==> config.mk <==
export PLATFORM = sky130hd
export DESIGN_NAME = wdog_supervisor
export DESIGN_NICKNAME = d
export VERILOG_FILES = /design/src/rtl/svr_pkg.sv /design/src/rtl/svr_sync.sv /design/src/rtl/svr_datapath.sv /design/src/rtl/svr_control.sv /design/src/rtl/wdog_supervisor.sv
export SDC_FILE = /design/constraint.sdc
export NUM_CORES = 1
export LEC_CHECK = 0
export BUFFER_PORTS_ARGS = -buffer_cell sky130_fd_sc_hd__buf_2
export CORE_UTILIZATION = 65
export CTS_CLUSTER_SIZE = 24
export DETAILED_ROUTE_END_ITERATION = 10
export PLACE_DENSITY_LB_ADDON = 0.12
export SETUP_SLACK_MARGIN = 0.02
export SLEW_MARGIN = 20
export SYNTH_ARGS = -nofsm -noshare
export SYNTH_HDL_FRONTEND = slang
export SYNTH_SLANG_ARGS = --single-unit
==> constraint.sdc <==
create_clock -name clk -period 4.7 [get_ports clk]
set_input_delay 0.235 -clock clk [delete_from_list [all_inputs] [get_ports clk]]
set_output_delay 0.235 -clock clk [all_outputs]
set_load 0.05 [all_outputs]
==> src/rtl/svr_pkg.sv <==
package svr_pkg;

  typedef enum logic [1:0] {
    ST_POWER_BAD = 2'd0,
    ST_PULSE     = 2'd1,
    ST_RUN       = 2'd2
  } svr_state_e;

  // strobes from control to datapath
  typedef struct packed {
    logic wdClear;
    logic wdInc;
    logic pulseClear;
    logic pulseInc;
    logic faultSet;
    logic faultClr;
  } svr_ctrl_t;

  // service code: bit 1 set means floating, bit 0 is the driven level
  localparam logic [1:0] CODE_FLOAT = 2'b10;

endpackage

==> src/rtl/svr_sync.sv <==
module svr_sync #(
  parameter int WIDTH = 1,
  parameter int STAGES = 2,
  parameter logic [WIDTH-1:0] RESET_VAL = '0
) (
  input  logic             clk,
  input  logic             rst_n,
  input  logic [WIDTH-1:0] asyncIn,
  output logic [WIDTH-1:0] syncOut
);

  logic [STAGES-1:0][WIDTH-1:0] chain;

  always_ff @(posedge clk or negedge rst_n) begin
    if (!rst_n) chain[0] <= RESET_VAL;
    else        chain[0] <= asyncIn;
  end

  for (genvar s = 1; s < STAGES; s++) begin : g_stage
    always_ff @(posedge clk or negedge rst_n) begin
      if (!rst_n) chain[s] <= RESET_VAL;
      else        chain[s] <= chain[s-1];
    end
  end

  assign syncOut = chain[STAGES-1];

endmodule

==> src/rtl/svr_datapath.sv <==
module svr_datapath
  import svr_pkg::*;
#(
  parameter int TIMEOUT_TICKS = 1600000,
  parameter int PULSE_TICKS = 140000,
  localparam int WD_W = ($clog2(TIMEOUT_TICKS) > 0) ? $clog2(TIMEOUT_TICKS) : 1,
  localparam int PL_W = ($clog2(PULSE_TICKS) > 0) ? $clog2(PULSE_TICKS) : 1
) (
  input  logic            clk,
  input  logic            rst_n,
  input  svr_ctrl_t       ctrl,
  input  logic [1:0]      syncCode,
  output logic            driven,
  output logic            serviceEdge,
  output logic            enterDriven,
  output logic            wdDone,
  output logic            pulseDone,
  output logic            wdFault,
  output logic [WD_W-1:0] wdCount
);

  localparam logic [WD_W-1:0] WD_LAST = WD_W'(TIMEOUT_TICKS - 1);
  localparam logic [PL_W-1:0] PL_LAST = PL_W'(PULSE_TICKS - 1);

  logic [1:0]      prevCode;
  logic            prevDriven;
  logic [WD_W-1:0] wdCnt;
  logic [PL_W-1:0] pulseCnt;

  always_ff @(posedge clk or negedge rst_n) begin
    if (!rst_n) prevCode <= CODE_FLOAT;
    else        prevCode <= syncCode;
  end

  assign driven      = ~syncCode[1];
  assign prevDriven  = ~prevCode[1];
  assign serviceEdge = driven && prevDriven && (syncCode[0] != prevCode[0]);
  assign enterDriven = driven && !prevDriven;

  always_ff @(posedge clk or negedge rst_n) begin
    if (!rst_n)            wdCnt <= '0;
    else if (ctrl.wdClear) wdCnt <= '0;
    else if (ctrl.wdInc)   wdCnt <= wdCnt + WD_W'(1);
  end

  always_ff @(posedge clk or negedge rst_n) begin
    if (!rst_n)               pulseCnt <= '0;
    else if (ctrl.pulseClear) pulseCnt <= '0;
    else if (ctrl.pulseInc)   pulseCnt <= pulseCnt + PL_W'(1);
  end

  always_ff @(posedge clk or negedge rst_n) begin
    if (!rst_n)             wdFault <= 1'b0;
    else if (ctrl.faultSet) wdFault <= 1'b1;
    else if (ctrl.faultClr) wdFault <= 1'b0;
  end

  assign wdDone    = (wdCnt == WD_LAST);
  assign pulseDone = (pulseCnt == PL_LAST);
  assign wdCount   = wdCnt;

endmodule

==> src/rtl/svr_control.sv <==
module svr_control
  import svr_pkg::*;
(
  input  logic      clk,
  input  logic      rst_n,
  input  logic      syncGood,
  input  logic      driven,
  input  logic      serviceEdge,
  input  logic      enterDriven,
  input  logic      wdDone,
  input  logic      pulseDone,
  output svr_ctrl_t ctrl,
  output logic      resetN
);

  svr_state_e state, nextState;

  always_ff @(posedge clk or negedge rst_n) begin
    if (!rst_n) state <= ST_POWER_BAD;
    else        state <= nextState;
  end

  always_comb begin
    ctrl = '0;
    nextState = state;
    ctrl.faultClr = serviceEdge;
    case (state)
      ST_POWER_BAD: begin
        ctrl.wdClear = 1'b1;
        ctrl.pulseClear = 1'b1;
        if (syncGood) nextState = ST_PULSE;
      end
      ST_PULSE: begin
        ctrl.wdClear = 1'b1;
        if (pulseDone) begin
          ctrl.pulseClear = 1'b1;
          nextState = ST_RUN;
        end else begin
          ctrl.pulseInc = 1'b1;
        end
      end
      ST_RUN: begin
        ctrl.pulseClear = 1'b1;
        if (!driven || serviceEdge || enterDriven) begin
          ctrl.wdClear = 1'b1;
        end else if (wdDone) begin
          ctrl.wdClear = 1'b1;
          ctrl.faultSet = 1'b1;
          nextState = ST_PULSE;
        end else begin
          ctrl.wdInc = 1'b1;
        end
      end
      default: nextState = ST_POWER_BAD;
    endcase
    // a bad supply overrides every other decision
    if (!syncGood) begin
      nextState = ST_POWER_BAD;
      ctrl.wdClear = 1'b1;
      ctrl.wdInc = 1'b0;
      ctrl.pulseClear = 1'b1;
      ctrl.pulseInc = 1'b0;
      ctrl.faultSet = 1'b0;
    end
  end

  assign resetN = (state == ST_RUN);

endmodule

==> src/rtl/wdog_supervisor.sv <==
module wdog_supervisor
  import svr_pkg::*;
#(
  parameter int TIMEOUT_TICKS = 1600000,
  parameter int PULSE_TICKS = 140000,
  parameter int SYNC_STAGES = 2
) (
  input  logic       clk,
  input  logic       rst_n,
  input  logic       supplyGood,
  input  logic [1:0] serviceCode,
  output logic       resetN,
  output logic       wdFault
);

  localparam int WD_W = ($clog2(TIMEOUT_TICKS) > 0) ? $clog2(TIMEOUT_TICKS) : 1;
  localparam logic [2:0] SYNC_INIT = {1'b0, CODE_FLOAT};

  logic [2:0]      syncBus;
  logic            syncGood;
  logic [1:0]      syncCode;
  svr_ctrl_t       ctrl;
  logic            drivenLvl;
  logic            serviceEdge;
  logic            enterDriven;
  logic            wdDone;
  logic            pulseDone;
  logic [WD_W-1:0] wdCount;

  svr_sync #(
    .WIDTH(3),
    .STAGES(SYNC_STAGES),
    .RESET_VAL(SYNC_INIT)
  ) u_sync (
    .clk(clk),
    .rst_n(rst_n),
    .asyncIn({supplyGood, serviceCode}),
    .syncOut(syncBus)
  );

  assign syncGood = syncBus[2];
  assign syncCode = syncBus[1:0];

  svr_datapath #(
    .TIMEOUT_TICKS(TIMEOUT_TICKS),
    .PULSE_TICKS(PULSE_TICKS)
  ) u_dp (
    .clk(clk),
    .rst_n(rst_n),
    .ctrl(ctrl),
    .syncCode(syncCode),
    .driven(drivenLvl),
    .serviceEdge(serviceEdge),
    .enterDriven(enterDriven),
    .wdDone(wdDone),
    .pulseDone(pulseDone),
    .wdFault(wdFault),
    .wdCount(wdCount)
  );

  svr_control u_ctl (
    .clk(clk),
    .rst_n(rst_n),
    .syncGood(syncGood),
    .driven(drivenLvl),
    .serviceEdge(serviceEdge),
    .enterDriven(enterDriven),
    .wdDone(wdDone),
    .pulseDone(pulseDone),
    .ctrl(ctrl),
    .resetN(resetN)
  );

endmodule

# Word level (Yosys, flattened, before mapping)
# Index checks and enable logic that the tools add are counted.
[word_totals] register_bits=50 elab_cells=55 output_inout_bits=2
[classes] bitwise_logic=2 add_sub_neg=2 n_eq_ne=8 muxes=24 n_reduce_logical=12
[op_table] operator="$mux 21" n=2
[op_table] operator="$mux 18" n=2
[op_table] operator="$add 21x1->21 const B" n=1
[op_table] operator="$eq 21x21->1 const B" n=1
[op_table] operator="$add 18x1->18 const B" n=1
[op_table] operator="$eq 18x18->1 const B" n=1
[op_table] operator="$mux 1" n=12
[op_table] operator="$mux 2" n=4
[op_table] operator="$ne 3x3->1 const B" n=2
[op_table] operator="$pmux 2 s3" n=1
[op_table] operator="$reduce_bool 2->1" n=3
[op_table] operator="$mux 5" n=1
[op_table] operator="$pmux 1 s2" n=2
[op_table] operator="$reduce_or 2->1" n=2
[op_table] operator="$logic_and 1x1->1" n=3
[op_table] operator="$ne 3x2->1 const B" n=1
[op_table] operator="$reduce_and 3->1" n=1
[op_table] operator="$eq 2x1->1 const B" n=1
[op_table] operator="$eq 2x2->1 const B" n=1
[op_table] operator="$logic_not 2->1" n=1
[op_table] operator="$logic_or 1x1->1" n=2
[op_table] operator="$not 1->1" n=2
[op_table] operator="$ne 1x1->1" n=1

# Longest topological paths before layout
# Gate-level depths: netlist (run 1).
[logic_depth] ltp_word=10 ltp_mapped=8 ltp_nobuf=6

# Modules after synthesis
# Synthesis (run 1) repeated with hierarchy kept, for this count alone.
[unflattened] cells_unflattened=247 hier_area_um2=2449.8
[by_module_without_submodules] mod="svr_datapath" area_each_um2=2109.5 cells_each=218 n_inst=1
[by_module_without_submodules] mod="svr_sync" area_each_um2=175.2 cells_each=9 n_inst=1
[by_module_without_submodules] mod="svr_control" area_each_um2=165.2 cells_each=20 n_inst=1

# Worst setup path after synthesis (run 1)
# OpenSTA, ideal clock, no wires.
[synth_path] kind="reg2reg" start="reg u_ctl.state[0]" end="reg u_dp.wdCnt[20], in the netlist u_dp.wdCount[20]" arrival_time_ns=2.173 path_stages_with_launch=7 n_path_buf=1 slack_ns=2.447 period_less_slack_ns=2.253 cell_sequence="dfrtp_1 -> buf_2 -> nor2b_2 -> nand4_2 -> or3_4 -> or3_1 -> a21oi_1"
[synth_via] elab_cells_between_ends=9
[synth_lines] element="from (decl)" line="svr_control.sv:16" rtl="svr_state_e state, nextState;"
[synth_lines] element="from (signal assigned)" line="svr_control.sv:20" rtl="else state <= nextState;"
[synth_lines] element="$eq 2x2->1 *"
[synth_lines] element="via resetN" line="wdog_supervisor.sv:12" rtl="output logic resetN,"
[synth_lines] element="$pmux 1 s2 / $mux 1 (equally long branches)" line="svr_control.sv:27" rtl="case (state)"
[synth_lines] element="$mux 5 *" line="svr_control.sv:57" rtl="if (!syncGood) begin"
[synth_lines] element="$mux 21 / $reduce_bool 2->1 (equally long branches)"
[synth_lines] element="to (signal assigned)" line="svr_datapath.sv:43" rtl="else if (ctrl.wdInc) wdCnt <= wdCnt + WD_W'(1);"
[synth_lines] element="to (decl)" line="svr_datapath.sv:27" rtl="logic [WD_W-1:0] wdCnt;"
# Mark *: on every way through the listed nets, which the timed path passes. The rest lies on a longest branch.
# A chain may end at the register's enable or synchronous reset.

# Worst setup path in the final report (run 1)
[layout_path] start="reg u_dp.pulseCnt[8]" end="reg u_dp.pulseCnt[12]"
[layout_via] elab_chain_len=5 elab_cells_between_ends=10
[layout_rtl] element="from (decl)" line="svr_datapath.sv:28" rtl="logic [PL_W-1:0] pulseCnt;"
[layout_rtl] element="from (signal assigned)" line="svr_datapath.sv:49" rtl="else if (ctrl.pulseInc) pulseCnt <= pulseCnt + PL_W'(1);"
[layout_rtl] element="branches (longest 5 deep; another with $add 18x1->18)"
# Parallel ways; which one is timed is not known. The select of a mux whose other input is x is not followed.

==> results of run 1 <==
[flip-flops by register name (all words and copies together), names as in the netlist]
signal and count:
u_dp.wdCount 21, u_dp.pulseCnt 18, u_sync.chain 3, u_sync.syncOut 3, u_ctl.state 2, u_dp.prevCode 2, u_dp.wdFault 1
[cell families after synthesis]
family          Yosys count
compound gates           43
xor+xnor                 22
fa+ha+maj                 2
buf+inv                  15
flops                    50
mux                       1
simple gates            135
[cells in the mapped netlist (all sizes together)]
library cell and instances:
o41ai 1, or4b 2, xor2 8, nor2b 3, nor4bb 1, nor3 6, o21ai 13, nand4 16
o31ai 5, and3 5, or2 2, and4 7, or3 6, nand2 17, nor2 29, clkbuf 2
and2 4, o211ai 1, or4 6, xnor2 14, dfrtp 47, ha 2, a21oi 12, and4b 1
a21o 3, mux2i 1, a31oi 2, inv 6, nand3 19, nor4b 4, o2111ai 1, a21boi 1
a211oi 3, o32ai 1, buf 7, nor4 7, dfstp 3
[path summary, 6_finish.rpt]
kind,start,end,slack (ps),cells after the start
setup / recovery,u_dp.pulseCnt[8]$_DFFE_PN0P_,u_dp.pulseCnt[12]$_DFFE_PN0P_,2430,5
hold / removal,serviceCode[1],u_sync.chain[1]$_DFF_PN1_,20,1
setup reg to reg,u_dp.pulseCnt[8]$_DFFE_PN0P_,u_dp.pulseCnt[12]$_DFFE_PN0P_,2430,5
hold reg to reg,u_sync.chain[2]$_DFF_PN0_,u_sync.syncOut[2]$_DFF_PN0_,360,0
max in group asynchronous,rst_n,u_dp.prevCode[0]$_DFF_PN0_,3800,2
min in group asynchronous,rst_n,u_dp.pulseCnt[8]$_DFFE_PN0P_,480,2
[metrics by stage]
step / cells / area [µm²]
floorplan: 268 / 2590
global placement: 313 / 2630
detailed placement: 313 / 2630
CTS: 321 / 2730
global route: 322 / 2740
finish: 322 / 2740
[metal layers]
| layer | share of wire (%) | routed length [µm] | up-vias | global-route usage (%) |
|---|---|---|---|---|
| li1 | - | - | 1000 | - |
| met1 | 49 | 2550 | 1002 | 43.0 |
| met2 | 43 | 2250 | 84 | 37.5 |
| met3 | 6.9 | 359 | 13 | 7.29 |
| met4 | 1.4 | 75 | 0 | 6.52 |
| met5 | 0 | 0 | - | 0 |
[area by class of cell]
type	count	share of cell area, %
Clock inverter	2	0.457
Clock buffer	6	3.02
Inverter	6	0.823
Timing Repair Buffer	7	1.55
Sequential cell	50	45.8
Multi-Input combinational cell	203	46.1
Tap cell	48	2.19
[power by group]
part           leakage [nW]  internal, mW  switching [mW]
clock network        0.0472         0.118           0.139
registers             0.673         0.436         0.00473
logic                 0.309       0.00519          0.0165
[repair_timing]
action	in CTS	in global routing
gates resized for setup	0	0
hold endpoints to repair	0	35
hold buffers	0	1
buffers inserted	0	0
==> flow_metrics.py, run 1 <==
metrics = {
    "run_status": {
        "status": "finished clean",
    },
    "synth": {
        "synth.distinct_cells": 44,
        "synth.area.top_cells": "dfrtp_1, xnor2_1, nor2_1",
        "yosys.area_share.simple_pct": 29.5,
        "synth_top_area_share_pct": 45.3,
        "synthAdderAreaFrac_pct": 0.964,
        "synth_xor_area_share_pct": 7.43,
        "synth-compound-area-share_pct": 10.4,
        "synth_area_leader_cell": "dfrtp_1",
        "synth_area_per_cell_um2": 9.68,
        "ys_ff_latch": 50,
        "synth_nets": 275,
        "netlist_area_um2": 2590,
        "synth_mux_area_share_pct": 0.386,
        "synth_top_family_by_area": "simple AND/OR/NAND/NOR gates",
        "yosysSeqAreaShare_pct": 48.4,
        "yosys_warnings": 0,
        "synth_cells": 268,
    },
    "drt": {
        "via_per_inst": 6.52,
        "num_vias": 2099,
        "wire_per_inst_um": 16.3,
        "postRouteAntennaNets": 0,
        "drt-total-wl_um": 5240,
        "dr.pass1.iters": 5,
        "drt-initial-drc-count": 251,
        "drc": 0,
    },
    "placement": {
        "port_buffers": 6,
        "dpl.hpwl_um": 3470,
        "pre_cts_ws_ps": 2510,
        "gp_congestion": 0.923,
    },
    "grt": {
        "grt_pass1_vias": 1821,
        "gr-total-overflow": 0,
        "antenna_found_initial": 0,
        "grt_usage_pct": 27.5,
        "grt_max_degree": 51,
        "grt_pass1_wl_um": 8940,
    },
    "worst_setup_path": {
        "path_class": "reg -> reg",
        "critPathTopFamily": "compound AO/OA/AOI/OAI gates",
        "cp-end-kind": "flop",
        "critPathArrivalTime_ps": 2470,
        "crit_chain": "nor4b_1 -> nand4_1 -> o21ai_2 -> o21ai_0 -> a21o_1",
        "cp.buffers_inverters": 0,
        "slowest_stage": "o21ai_2",
        "cp.required_ps": 4900,
        "worstPathMaxFanout": 17,
        "startpoint_type": "flop",
        "max_stage_delay_ps": 610,
    },
    "clock_network": {
        "clockBufferDepth": 2,
        "cts_root_buffer": "clkbuf_8",
        "numCtsBuffers": 5,
        "clock-sinks": 50,
        "cts_htree_levels": 2,
        "clkLatencyLatePin_ps": 300,
        "path_clk_slew_ps": 90,
        "cts_tree": "built",
    },
    "sta": {
        "rsz0062_at_grt": "false",
        "setup_tns_ps": 0,
        "fin_crit_ps": 2270,
        "holdWs_ps": 22.6,
        "maxSlewHeadroom_pct": 45.5,
        "tightest_slew_ps": 816,
        "setup_violations": 0,
        "hold_viol": 0,
        "period_share_pct": 48.4,
        "fin_worst_skew_ps": 6.83,
        "setup_ws_ps": 2430,
        "drv_slew": 0,
        "max_freq_mhz": 440,
    },
    "cells_and_area": {
        "final_common_cell": "dfrtp_1",
        "antenna_cells": 0,
        "fillerInstances": 286,
        "drive_gt1_share_pct": 9.12,
        "multi_input_area_um2": 1260,
        "fin_util_pct": 73.1,
        "final_cell_mix": "dfrtp_1, nor2_1, nand3_1",
        "seqCellArea_um2": 1250,
        "nNetsFinal": 280,
        "area_growth_pct": 5.50,
    },
    "floorplanning": {
        "dieArea_um2": 4250,
        "rows": 22,
        "io_pins": 7,
        "start_util_pct": 69.3,
        "die_h_um": 65.2,
        "die_w_um": 65.2,
        "core_area_um2": 3740,
    },
    "pwr": {
        "power.density_nw_per_um2": 263,
        "irDropWorstVdd_mv": 0.236,
        "total_power_uw": 719,
        "leakagePower_nw": 1.03,
    },
    "run": {
        "cap_viol_max_count": 0,
    },
    "worst_hold_path": {
        "holdCritPathClass": "in -> reg",
    },
}
(Power assumes the default switching activity.)
==> run 2, diff against run 1 <==
--- a/config.mk
+++ b/config.mk
@@ -6,7 +6,7 @@
 export NUM_CORES = 1
 export LEC_CHECK = 0
 export BUFFER_PORTS_ARGS = -buffer_cell sky130_fd_sc_hd__buf_2
-export CORE_UTILIZATION = 65
+export CORE_UTILIZATION = 61
 export CTS_CLUSTER_SIZE = 24
 export DETAILED_ROUTE_END_ITERATION = 10
 export PLACE_DENSITY_LB_ADDON = 0.12
==> constraint.sdc (replaced) <==
create_clock -name clk -period 2.25 [get_ports clk]
set_input_delay 0.1125 -clock clk [delete_from_list [all_inputs] [get_ports clk]]
set_output_delay 0.1125 -clock clk [all_outputs]
set_load 0.05 [all_outputs]
==> run 2 against run 1 <==
Power rose by 140%. Sequential cell count did not move. Core utilization fell by 1.5 points. Die area rose by 6.4%. Register-to-register slack got worse by 2300 ps. Fmax rose by 8.5%. Critical path depth fell by 1. Highest routed layer unchanged.
==> flow_metrics.py, run 2 (same netlist as run 1, synthesis figures left out) <==
metrics = {
    "clock_network": {
        "clockBufferDepth": 2,
        "cts_root_buffer": "clkbuf_8",
        "ctsResizeCount": 0,
        "clkLatencyLatePin_ps": 310,
        "clock-sinks": 50,
        "cts_tree": "built",
        "numCtsBuffers": 5,
        "path_clk_slew_ps": 90,
        "cts_htree_levels": 2,
    },
    "cells_and_area": {
        "nNetsFinal": 292,
        "stdcell_area_um2": 2890,
        "instances_no_fill": 336,
        "final_common_cell": "dfrtp_1",
        "multi_input_area_um2": 1270,
        "drive_gt1_share_pct": 11.9,
        "antenna_cells": 0,
        "final_cell_mix": "dfrtp_1, nor2_1, nand3_1",
        "fillerInstances": 311,
        "fin_util_pct": 71.7,
        "largest_reg_flops": 21,
        "seqCellArea_um2": 1250,
        "area_growth_pct": 11.3,
    },
    "sta": {
        "fin_crit_ps": 2100,
        "maxSlewHeadroom_pct": 58.1,
        "fin_worst_skew_ps": 7.70,
        "setup_tns_ps": 0,
        "holdWs_ps": 265,
        "setup_violations": 0,
        "period_share_pct": 93.1,
        "hold_viol": 0,
        "tightest_slew_ps": 628,
        "drv_slew": 0,
        "max_freq_mhz": 477,
        "rsz0062_at_grt": "false",
        "setup_ws_ps": 155,
    },
    "worst_setup_path": {
        "cp.required_ps": 2430,
        "startpoint_type": "flop",
        "critPathArrivalTime_ps": 2280,
        "cp-end-kind": "flop",
        "r2r_cells": 4,
        "worstPathMaxFanout": 12,
        "path_class": "reg -> reg",
    },
    "floorplanning": {
        "start_util_pct": 64.4,
        "dieArea_um2": 4520,
        "core_area_um2": 4030,
        "rows": 23,
        "die_h_um": 67.2,
        "die_w_um": 67.2,
        "io_pins": 7,
    },
    "grt": {
        "grt_max_degree": 32,
        "gr-total-overflow": 0,
        "grt_usage_pct": 28.4,
        "grt_pass1_vias": 1992,
        "antenna_found_initial": 0,
        "grt_pass1_wl_um": 9460,
    },
    "run_status": {
        "status": "finished clean",
    },
    "drt": {
        "dr.pass1.iters": 4,
        "wire_per_inst_um": 17.2,
        "drt-total-wl_um": 5770,
        "num_vias": 2149,
        "drc": 0,
        "via_per_inst": 6.40,
        "drt-initial-drc-count": 203,
        "postRouteAntennaNets": 0,
    },
    "pwr": {
        "irDropWorstVdd_mv": 0.461,
        "leakagePower_nw": 1.11,
        "power.density_nw_per_um2": 607,
        "total_power_mw": 1.75,
    },
    "placement": {
        "port_buffers": 6,
        "dpl.hpwl_um": 3920,
        "dp.cells": 324,
        "place_area_um2": 2710,
        "pre_cts_ws_ps": 197,
        "gp_congestion": 0.910,
    },
    "worst_hold_path": {
        "holdCritPathClass": "in -> async",
    },
    "run": {
        "cap_viol_max_count": 0,
    },
}
run 2: worst max-delay path, cell delays in order, from the launching register on:
cell and delay (ps):
dfrtp_1 460, or4b_1 510, or4_1 500, nand3_1 380
nor2_1 110
run 2: area by class of cell:
type                       instances  share of cell area [%]
multi-input combinational        203                    43.9
sequential                        50                    43.5
clock buffer                       6                    2.86
inverter                           6                   0.780
tap                               50                    2.17
timing repair buffer              19                    4.77
clock inverter                     2                    2.08
run 2: timing repair:
item | 4_1_cts | 5_1_grt
hold buffers | 4 | 0
hold endpoints to repair | 22 | 0
setup buffers | 0 | 0
run 2: where the power goes:
part,switching [mW],internal (mW)
clock network,0.305,0.474
registers,0.00616,0.910
logic,0.0407,0.0183
total,0.352,1.40
run 2: path summary, 6_finish.rpt:
| path | startpoint | to | slack [ps] |
|---|---|---|---|
| setup / recovery | u_dp.pulseCnt[12]$_DFFE_PN0P_ | u_dp.pulseCnt[10]$_DFFE_PN0P_ | 150 |
| hold / removal | rst_n | u_dp.pulseCnt[9]$_DFFE_PN0P_ | 260 |
| setup reg to reg | u_dp.pulseCnt[12]$_DFFE_PN0P_ | u_dp.pulseCnt[10]$_DFFE_PN0P_ | 150 |
| hold reg to reg | u_sync.chain[1]$_DFF_PN1_ | u_sync.syncOut[1]$_DFF_PN1_ | 360 |
| max in group asynchronous | rst_n | u_sync.syncOut[1]$_DFF_PN1_ | 1200 |
| min in group clk | u_sync.chain[1]$_DFF_PN1_ | u_sync.syncOut[1]$_DFF_PN1_ | 360 |
run 2: metal layers:
metal  part of all wire, %  vias to the layer above  global-route usage [%]
met4                   1.4                        0                    7.98
met1                    45                     1047                    38.5
li1                      -                     1023                       -
met5                     0                        -                       0
met3                   5.3                        9                    5.07
met2                    49                       70                    46.5
